## config.mk

```make
export PLATFORM = sky130hd
export DESIGN_NAME = fmove_predicate
export DESIGN_NICKNAME = d
export VERILOG_FILES = /design/src/rtl/fmv_pkg.sv /design/src/rtl/fmv_fcc_eval.sv /design/src/rtl/fmv_icc_eval.sv /design/src/rtl/fmv_reg_eval.sv /design/src/rtl/fmove_predicate.sv
export SDC_FILE = /design/constraint.sdc
export NUM_CORES = 1
export LEC_CHECK = 0
export CAP_MARGIN = 30
export CORE_MARGIN = 2
export CORE_UTILIZATION = 13
export DETAILED_ROUTE_END_ITERATION = 8
export GPL_ROUTABILITY_DRIVEN = 1
export HOLD_SLACK_MARGIN = 0.02
export PLACE_DENSITY = 0.88
export SKIP_CTS_REPAIR_TIMING = 1
export SLEW_MARGIN = 20
export SYNTH_ARGS = -nofsm -noshare
export SYNTH_HDL_FRONTEND = slang
export SYNTH_HIERARCHICAL = 1
export SYNTH_SLANG_ARGS = --single-unit
```

## constraint.sdc

```tcl
create_clock -name clk -period 3.13 [get_ports clk]
set_input_delay 0.7825 -clock clk [delete_from_list [all_inputs] [get_ports clk]]
set_output_delay 0.7825 -clock clk [all_outputs]
set_load 0.005 [all_outputs]
```

## src/rtl/fmv_pkg.sv

```systemverilog
package fmv_pkg;

    typedef enum logic [2:0] {
        SRC_FLT = 3'b001,
        SRC_INT = 3'b010,
        SRC_REG = 3'b100
    } src_kind_e;

    typedef enum logic [1:0] {
        FCC_EQ = 2'd0,
        FCC_LT = 2'd1,
        FCC_GT = 2'd2,
        FCC_UN = 2'd3
    } fcc_e;

    typedef struct packed {
        logic n;
        logic z;
        logic v;
        logic c;
    } iflags_t;

    localparam int FCC_COUNT = 4;

    // Low bit position of condition code field idx inside the status word.
    function automatic int fcc_lsb(input int idx);
        return (idx == 0) ? 10 : (30 + 2 * idx);
    endfunction

endpackage

```

## src/rtl/fmv_fcc_eval.sv

```systemverilog
module fmv_fcc_eval
    import fmv_pkg::*;
#(
    parameter int STATUS_W = 64
) (
    input  logic [STATUS_W-1:0] status,
    input  logic [1:0]          fcc_sel,
    input  logic [2:0]          test,
    output logic                hit
);
    fcc_e fields [FCC_COUNT];
    fcc_e code;

    for (genvar g = 0; g < FCC_COUNT; g++) begin : g_fld
        localparam int LSB = fcc_lsb(g);
        assign fields[g] = fcc_e'(status[LSB+1:LSB]);
    end

    assign code = fields[fcc_sel];

    always_comb begin
        unique case (test)
            3'd0: hit = 1'b0;
            3'd1: hit = (code != FCC_EQ);
            3'd2: hit = (code == FCC_LT) || (code == FCC_GT);
            3'd3: hit = (code == FCC_LT) || (code == FCC_UN);
            3'd4: hit = (code == FCC_LT);
            3'd5: hit = (code == FCC_GT) || (code == FCC_UN);
            3'd6: hit = (code == FCC_GT);
            default: hit = (code == FCC_UN);
        endcase
    end
endmodule

```

## src/rtl/fmv_icc_eval.sv

```systemverilog
module fmv_icc_eval
    import fmv_pkg::*;
(
    input  logic [7:0] icc,
    input  logic       use_xcc,
    input  logic [2:0] test,
    output logic       hit
);
    iflags_t f;

    assign f = use_xcc ? iflags_t'(icc[7:4]) : iflags_t'(icc[3:0]);

    always_comb begin
        unique case (test)
            3'd0: hit = 1'b0;
            3'd1: hit = f.z;
            3'd2: hit = f.z | (f.n ^ f.v);
            3'd3: hit = f.n ^ f.v;
            3'd4: hit = f.c | f.z;
            3'd5: hit = f.c;
            3'd6: hit = f.n;
            default: hit = f.v;
        endcase
    end
endmodule

```

## src/rtl/fmv_reg_eval.sv

```systemverilog
module fmv_reg_eval #(
    parameter int REG_W = 64
) (
    input  logic [REG_W-1:0] value,
    input  logic [1:0]       test,
    output logic             hit
);
    logic is_zero;
    logic is_neg;

    assign is_zero = (value == '0);
    assign is_neg  = value[REG_W-1];

    always_comb begin
        unique case (test)
            2'd0: hit = 1'b0;
            2'd1: hit = is_zero;
            2'd2: hit = is_zero | is_neg;
            default: hit = is_neg;
        endcase
    end
endmodule

```

## src/rtl/fmove_predicate.sv

```systemverilog
module fmove_predicate
    import fmv_pkg::*;
#(
    parameter int STATUS_W = 64,
    parameter int REG_W    = 64,
    parameter bit REG_OUT  = 1'b1
) (
    input  logic                clk,
    input  logic                rst,
    input  logic [2:0]          src_kind,
    input  logic [3:0]          cond,
    input  logic [1:0]          fcc_sel,
    input  logic                use_xcc,
    input  logic [STATUS_W-1:0] status,
    input  logic [7:0]          icc,
    input  logic [REG_W-1:0]    reg_val,
    output logic                take
);
    logic fcc_hit, icc_hit, reg_hit;
    logic decide;

    fmv_fcc_eval #(.STATUS_W(STATUS_W)) u_fcc (
        .status (status),
        .fcc_sel(fcc_sel),
        .test   (cond[2:0]),
        .hit    (fcc_hit)
    );

    fmv_icc_eval u_icc (
        .icc    (icc),
        .use_xcc(use_xcc),
        .test   (cond[2:0]),
        .hit    (icc_hit)
    );

    fmv_reg_eval #(.REG_W(REG_W)) u_reg (
        .value(reg_val),
        .test (cond[1:0]),
        .hit  (reg_hit)
    );

    always_comb begin
        case (src_kind)
            SRC_FLT: decide = fcc_hit ^ cond[3];
            SRC_INT: decide = icc_hit ^ cond[3];
            SRC_REG: decide = reg_hit ^ cond[2];
            default: decide = 1'b0;
        endcase
    end

    if (REG_OUT) begin : g_reg
        logic take_q;
        always_ff @(posedge clk) begin
            if (rst) take_q <= 1'b0;
            else     take_q <= decide;
        end
        assign take = take_q;

        AST_RESET_CLEARS: assert property (@(posedge clk) rst |=> !take);
        AST_BAD_KIND_SKIPS: assert property (@(posedge clk) disable iff (rst)
            ($countones(src_kind) != 1) |=> !take);
        AST_FCC_NEVER: assert property (@(posedge clk) disable iff (rst)
            (src_kind == SRC_FLT && cond == 4'h0) |=> !take);
        AST_FCC_ALWAYS: assert property (@(posedge clk) disable iff (rst)
            (src_kind == SRC_FLT && cond == 4'h8) |=> take);
        AST_INT_EQUAL: assert property (@(posedge clk) disable iff (rst)
            (src_kind == SRC_INT && cond == 4'h1 && (use_xcc ? icc[6] : icc[2])) |=> take);
        AST_REG_ZERO: assert property (@(posedge clk) disable iff (rst)
            (src_kind == SRC_REG && cond[2:0] == 3'b001 && reg_val == '0) |=> take);
    end else begin : g_comb
        assign take = decide;
    end
endmodule

```

# Word level (Yosys, flattened, before mapping)
# Cells that the tools add are included.
[op_classes]
n_addsub = 0
mul = 0
div = 0
n_lt_le_gt_ge = 1
n_eq_ne = 14
n_shift = 0
mux = 8
bitwise = 8
n_reduce_logical = 7
[op_table]
columns = ["operator", "n"]
rows = [
  ["64-bit logical NOT", 1],
  ["1-bit case mux with 7 select lines", 2],
  ["3-bit equality test (second input constant)", 4],
  ["3-bit by 2-bit equality test with 1-bit output (second input constant)", 3],
  ["2-bit equality test (second input constant)", 3],
  ["3-bit by 1-bit equality test with 1-bit output (second input constant)", 2],
  ["1-bit case mux with 3 select lines", 2],
  ["2-bit binary-select mux with 2-bit select", 1],
  ["2-bit by 1-bit equality test with 1-bit output (second input constant)", 2],
  ["2-bit two-way mux", 2],
  ["4-bit two-way mux", 1],
  ["1-bit XOR", 4],
  ["3-bit >= comparator (second input constant)", 1],
  ["3-bit logical NOT", 1],
  ["1-bit logical OR", 3],
  ["2-bit NOT with 3-bit output", 1],
  ["1-bit OR", 3],
  ["2-bit logical NOT", 1],
  ["2-bit nonzero test", 1],
]
[word_totals]
ff_bits = 1
latch_bits = 0
ram_bits = 0
rom_bits = 0
in_bits = 148
elab_cells = 39
mem_count = 0

# Logic depth before layout (Yosys ltp)
[depth]
depth_word = 9
mapped_depth = 7
depth_no_buf = 7

# Hierarchy
# The synthesis kept the hierarchy.
[by_module_without_submodules]
columns = ["mod", "n_inst", "cells_per_inst", "area_each_um2"]
rows = [
  ["fmv_reg_eval", 1, 25, 158.9],
  ["fmv_icc_eval", 1, 13, 122.6],
  ["fmv_fcc_eval", 1, 11, 108.9],
  ["fmove_predicate", 1, 9, 81.3],
]

# Least setup slack after synthesis
# No wires, ideal clock.
[synth_path]
path_type = "input to register"
startpoint = "input port fcc_sel[0]"
endpoint = "register g_reg.take_q (netlist: take)"
setup_time_ps = 74
arrival_time_ps = 2549
required_ps = 3056
setup_slack_ps = 507
stages = 7
path_buffers = 0
path_cell_list = "mux4_2 > o21a_1 > o22ai_1 > nand3_1 > xnor2_1 > or4b_2 > a31oi_1"
[synth_via]
elab_chain_cells = 9
[synth_lines]
columns = ["element", "line_no", "text"]
rows = [
  ["start: declaration", "fmove_predicate.sv:12", "input logic [1:0] fcc_sel,"],
  ["2-bit NOT with 3-bit output (implied by the code) (*)", "fmv_fcc_eval.sv:19", "assign code = fields[fcc_sel];"],
  ["2-bit binary-select mux with 2-bit select (*)", "fmv_fcc_eval.sv:19", ""],
  ["2-bit two-way mux (implied by the code) (*) (2 in a row)", "fmv_fcc_eval.sv:19", ""],
  ["2-bit equality test (tied with other cells)", "fmv_fcc_eval.sv:25, fmv_fcc_eval.sv:28, fmv_fcc_eval.sv:29", ""],
  ["1-bit logical OR (on tied branches)", "fmv_fcc_eval.sv:28, fmv_fcc_eval.sv:25, fmv_fcc_eval.sv:26", ""],
  ["1-bit case mux with 7 select lines (*)", "fmv_fcc_eval.sv:22", "unique case (test)"],
  ["net fcc_hit", "fmove_predicate.sv:19", "logic fcc_hit, icc_hit, reg_hit;"],
  ["1-bit XOR (*)", "fmove_predicate.sv:44", "SRC_FLT: decide = fcc_hit ^ cond[3];"],
  ["1-bit case mux with 3 select lines (*)", "fmove_predicate.sv:43", "case (src_kind)"],
  ["end signal: assignment", "fmove_predicate.sv:55", "else take_q <= decide;"],
  ["end: declaration", "fmove_predicate.sv:52", "logic take_q;"],
]
# Mark *: on every way through the listed nets, which the timed path passes. The rest lies on a longest branch. The select of a mux whose other input is x is not followed.
# A chain may end at the register's enable or synchronous reset.

# Worst setup path in the final report
[layout_path]
startpoint = "input port status[36]"
endpoint = "register g_reg.take_q (netlist: take)"
[layout_via]
elab_chain_cells = 8
[layout_lines]
columns = ["element", "line_no", "text"]
rows = [
  ["start: declaration", "fmove_predicate.sv:14", "input logic [STATUS_W-1:0] status,"],
  ["2-bit binary-select mux with 2-bit select (*)", "fmv_fcc_eval.sv:19", ""],
  ["2-bit two-way mux (implied by the code) (*) (2 in a row)", "fmv_fcc_eval.sv:19", ""],
  ["2-bit equality test (tied with other cells)", "fmv_fcc_eval.sv:25, fmv_fcc_eval.sv:28, fmv_fcc_eval.sv:29", ""],
  ["1-bit logical OR (on tied branches)", "fmv_fcc_eval.sv:28, fmv_fcc_eval.sv:25, fmv_fcc_eval.sv:26", ""],
  ["1-bit case mux with 7 select lines (*)", "fmv_fcc_eval.sv:22", ""],
  ["net fcc_hit", "fmove_predicate.sv:19", ""],
  ["1-bit XOR (*)", "fmove_predicate.sv:44", ""],
  ["1-bit case mux with 3 select lines (*)", "fmove_predicate.sv:43", ""],
]
# Marks and branches as above.

==> results.md <==
| Stage | Parameter | Value |
|:---|:---|:---|
| outcome | Status | finished clean |
| sta | Post-route clock period utilization | 93.6% |
| logic synthesis | Synth Instances | 58 |
| final layout | Core Util, Final | 43.3% |
| sta | Max Freq | 341 MHz |
| critical path | Critical Path Slowest Stage Cell | sky130_fd_sc_hd__mux4_2 |
| final layout | Number of nets in the layout | 302 |
| final layout | Area added between synthesis and finish | 214% |
| sta | Final Critical Period | 2.93 ns |
| worst hold path | Hold path startpoint | rst |
| logic synthesis | Number of synthesized flops with an enable pin | 0 |
| placement | Placed cell count | 198 |
| logic synthesis | Largest cells by area after synthesis | sky130_fd_sc_hd__nor4_1 (20%), sky130_fd_sc_hd__mux4_2 (14%), sky130_fd_sc_hd__xnor2_1 (7.4%) |
| grt | Overall global routing resource usage | 11.6% |
| critical path | Startpoint Class | input port |
| logic synthesis | Synthesized flop and latch total | 1 |
| worst hold path | Cells on Worst Hold Path | 2 |
| logic synthesis | Combined area of all synthesized cells | 472 um^2 |
| final layout | Diodes inserted | 0 |
| logic synthesis | Post-synthesis net count | 206 |
| die | Horizontal die dimension | 64.2 um |
| worst hold path | Path type of the worst min-delay path | in2reg |
| clock network | Post-CTS clock slew at the launch and capture registers of the worst setup and hold paths | 0 ns |
| critical path | Required time reported for the critical path endpoint | 3.05 ns |
| job | Number of max-capacitance violations reported | 0 |
| placement | Global placement routability congestion | 0.621 |
| power and ir drop | PD cells | 125 nW/um^2 |
| grt | Initial antenna violation count | 0 |
| critical path | Critical path endpoint category | flip-flop |
| die | Area enclosed by the die boundary | 4130 um^2 |
| logic synthesis | Avg Cell Area, Syn | 8.13 um^2 |
| placement | Number of input and output port buffers inserted | 92 |
| drt | Avg Vias per Cell | 4.42 |
| die | Initial Util | 13.8% |
| critical path | Largest incremental delay on the critical path | 0.51 ns |
| power and ir drop | Static leakage | 0.515 nW |
| final layout | Count of placed standard cells in the final layout, fillers left out | 198 |
| power and ir drop | Max rail drop VDD | 0.0000434 V |
| logic synthesis | Yosys warnings | 6 |
| grt | Aggregate global routing overflow | 0 |
| drt | WL per Instance | 11.7 um |
| drt | Count of antenna-violating nets left after detailed routing | 0 |
| sta | Unrepaired setup endpoints after global routing | no |
| critical path | Arrival time at the worst endpoint | 2.85 ns |
| die | Num ports | 149 |
| final layout | Layout cells sized above 1 | 7.24% |
| worst hold path | End point of the most critical hold path | take$_SDFF_PP0_ |
| sta | Max-slew violations | 0 |
| drt | Number of design rule violations left after detail routing | 0 |
| placement | Dpl ws | -0.180 ns |
| drt | Routed via count | 875 |
| sta | Final hold viol count | 0 |
| critical path | Crit path from | status[36] |
| grt | Wire length of the first global-routing pass | 3.96 mm |
| die | Row cnt | 21 |
| final layout | Commonest non-fill, non-tap cells in the layout | sky130_fd_sc_hd__clkdlybuf4s50_1 (90), sky130_fd_sc_hd__nor4_1 (15), sky130_fd_sc_hd__xnor2_1 (4) |
| final layout | Leading cell type in the layout, fill and taps excluded | sky130_fd_sc_hd__clkdlybuf4s50_1 |
| critical path | Kind of critical path | in2reg |
| sta | Worst Slack Setup Final | 0.201 ns |
| die | Die H | 64.2 um |
| drt | Routed Wire Length | 2.33 mm |
| logic synthesis | Count of cell types in the netlist | 27 |
| critical path | Crit path max fanout | 3 |
| sta | Relative slew margins | 77.9% |
| final layout | Max FFs per register | 1 |
| logic synthesis | Top cell type by total area after synthesis | sky130_fd_sc_hd__nor4_1 |
| drt | Iteration count of the initial detailed-routing pass | 4 |
| grt | Largest net degree at the start of global routing | 11 |
| critical path | Critical path, cell by cell | clkdlybuf4s50_1 > mux4_2 > o21a_1 > o22ai_1 > nand3_1 > xnor2_1 > or4b_4 > a31oi_1 |
| logic synthesis | Sequential share of the synthesized area | 4.24% |
| logic synthesis | Synth async-reset ratio | 0% |
| grt | Vias in the first global route | 910 |
| placement | Post-detail-place hpwl | 2.20 mm |
| sta | Setup violation total in the final timing report | 0 |
| logic synthesis | Primary FF master, synth | sky130_fd_sc_hd__dfxtp_1 |
| die | Core outline area | 3420 um^2 |
| drt | DRC violation total after the first TritonRoute iteration | 2 |
| sta | Worst Max-Slew Pin Slew | 0.330 ns |
| sta | Final Hold Slack | 1.34 ns |
| logic synthesis | Proportion of netlist area held by the largest area contributor | 19.9% |
[final cells by class]
type	count	area, um^2
Multi-Input combinational cell	56	457
Sequential cell	1	20.0
Inverter	1	3.75
Fill cell	340	1940
Timing Repair Buffer	94	941
Tap cell	46	57.6
[logic make-up (layout without fill, tap and decap cells)]
| group | Yosys count | in the layout | share of synthesized area [%] |
|---|---|---|---|
| AOI/OAI and AO/OA | 7 | 7 | 9.82 |
| xor gates and xnor gates | 7 | 7 | 13.0 |
| buffers and inverters | 1 | 95 | 0.795 |
| DFF | 1 | 1 | 4.24 |
| muxes | 6 | 6 | 22.0 |
| and+or+nand+nor | 36 | 36 | 50.1 |
[metal layers]
layer  vias up  routed length (um)  global-route usage (%)
met1       378                 765                    12.6
met4         0                   0                       0
li1        438                   -                       -
met5         -                   0                       0
met2        59                1310                    24.2
met3         0                 246                    2.11
[per-stage QoR]
| step | total power [mW] | cell area, um^2 | setup TNS (ns) |
|---|---|---|---|
| after floorplan | 0.0536 | 472 | 0 |
| after global placement | 0.182 | 1470 | -0.153 |
| after detailed placement | 0.184 | 1470 | -0.180 |
| after CTS | 0.185 | 1470 | -0.175 |
| after global routing | 0.200 | 1480 | 0 |
| final | 0.185 | 1480 | 0 |
[critical path, delay by kind of cell]
family	cells	cell delay [ns]
AND/OR/NAND/NOR	2	0.58
buffers and inverters	1	0.39
AO/OA/AOI/OAI	3	0.45
multiplexers	1	0.51
XOR/XNOR	1	0.14
[cell usage after synthesis (2+ instances only)]
library cell / count
sky130_fd_sc_hd__nor2_1: 2
sky130_fd_sc_hd__mux4_2: 3
sky130_fd_sc_hd__nand2_1: 2
sky130_fd_sc_hd__nor4_1: 15
sky130_fd_sc_hd__xnor2_1: 4
sky130_fd_sc_hd__or4b_2: 2
sky130_fd_sc_hd__o22ai_1: 2
sky130_fd_sc_hd__nand4_1: 3
sky130_fd_sc_hd__nor2b_1: 3
sky130_fd_sc_hd__nand3_1: 3
sky130_fd_sc_hd__xor2_1: 3
[power by group]
part | switching [mW] | total [mW] | internal (mW)
clock network | 0 | 0 | 0
logic | 0.0401 | 0.171 | 0.131
registers | 0.000180 | 0.0140 | 0.0138
total | 0.0402 | 0.185 | 0.145
[worst max path at each step]
stage / end / depth (start not counted) / slack (ns)
2_1_floorplan: take$_SDFF_PP0_ / 7 / 0.51
3_3_place_gp: take$_SDFF_PP0_ / 8 / -0.15
3_5_place_dp: take$_SDFF_PP0_ / 8 / -0.18
4_1_cts: take$_SDFF_PP0_ / 8 / -0.18
5_1_grt: take$_SDFF_PP0_ / 8 / 0.08
6_report: take$_SDFF_PP0_ / 8 / 0.20
Power figures use the tool's default switching activity.
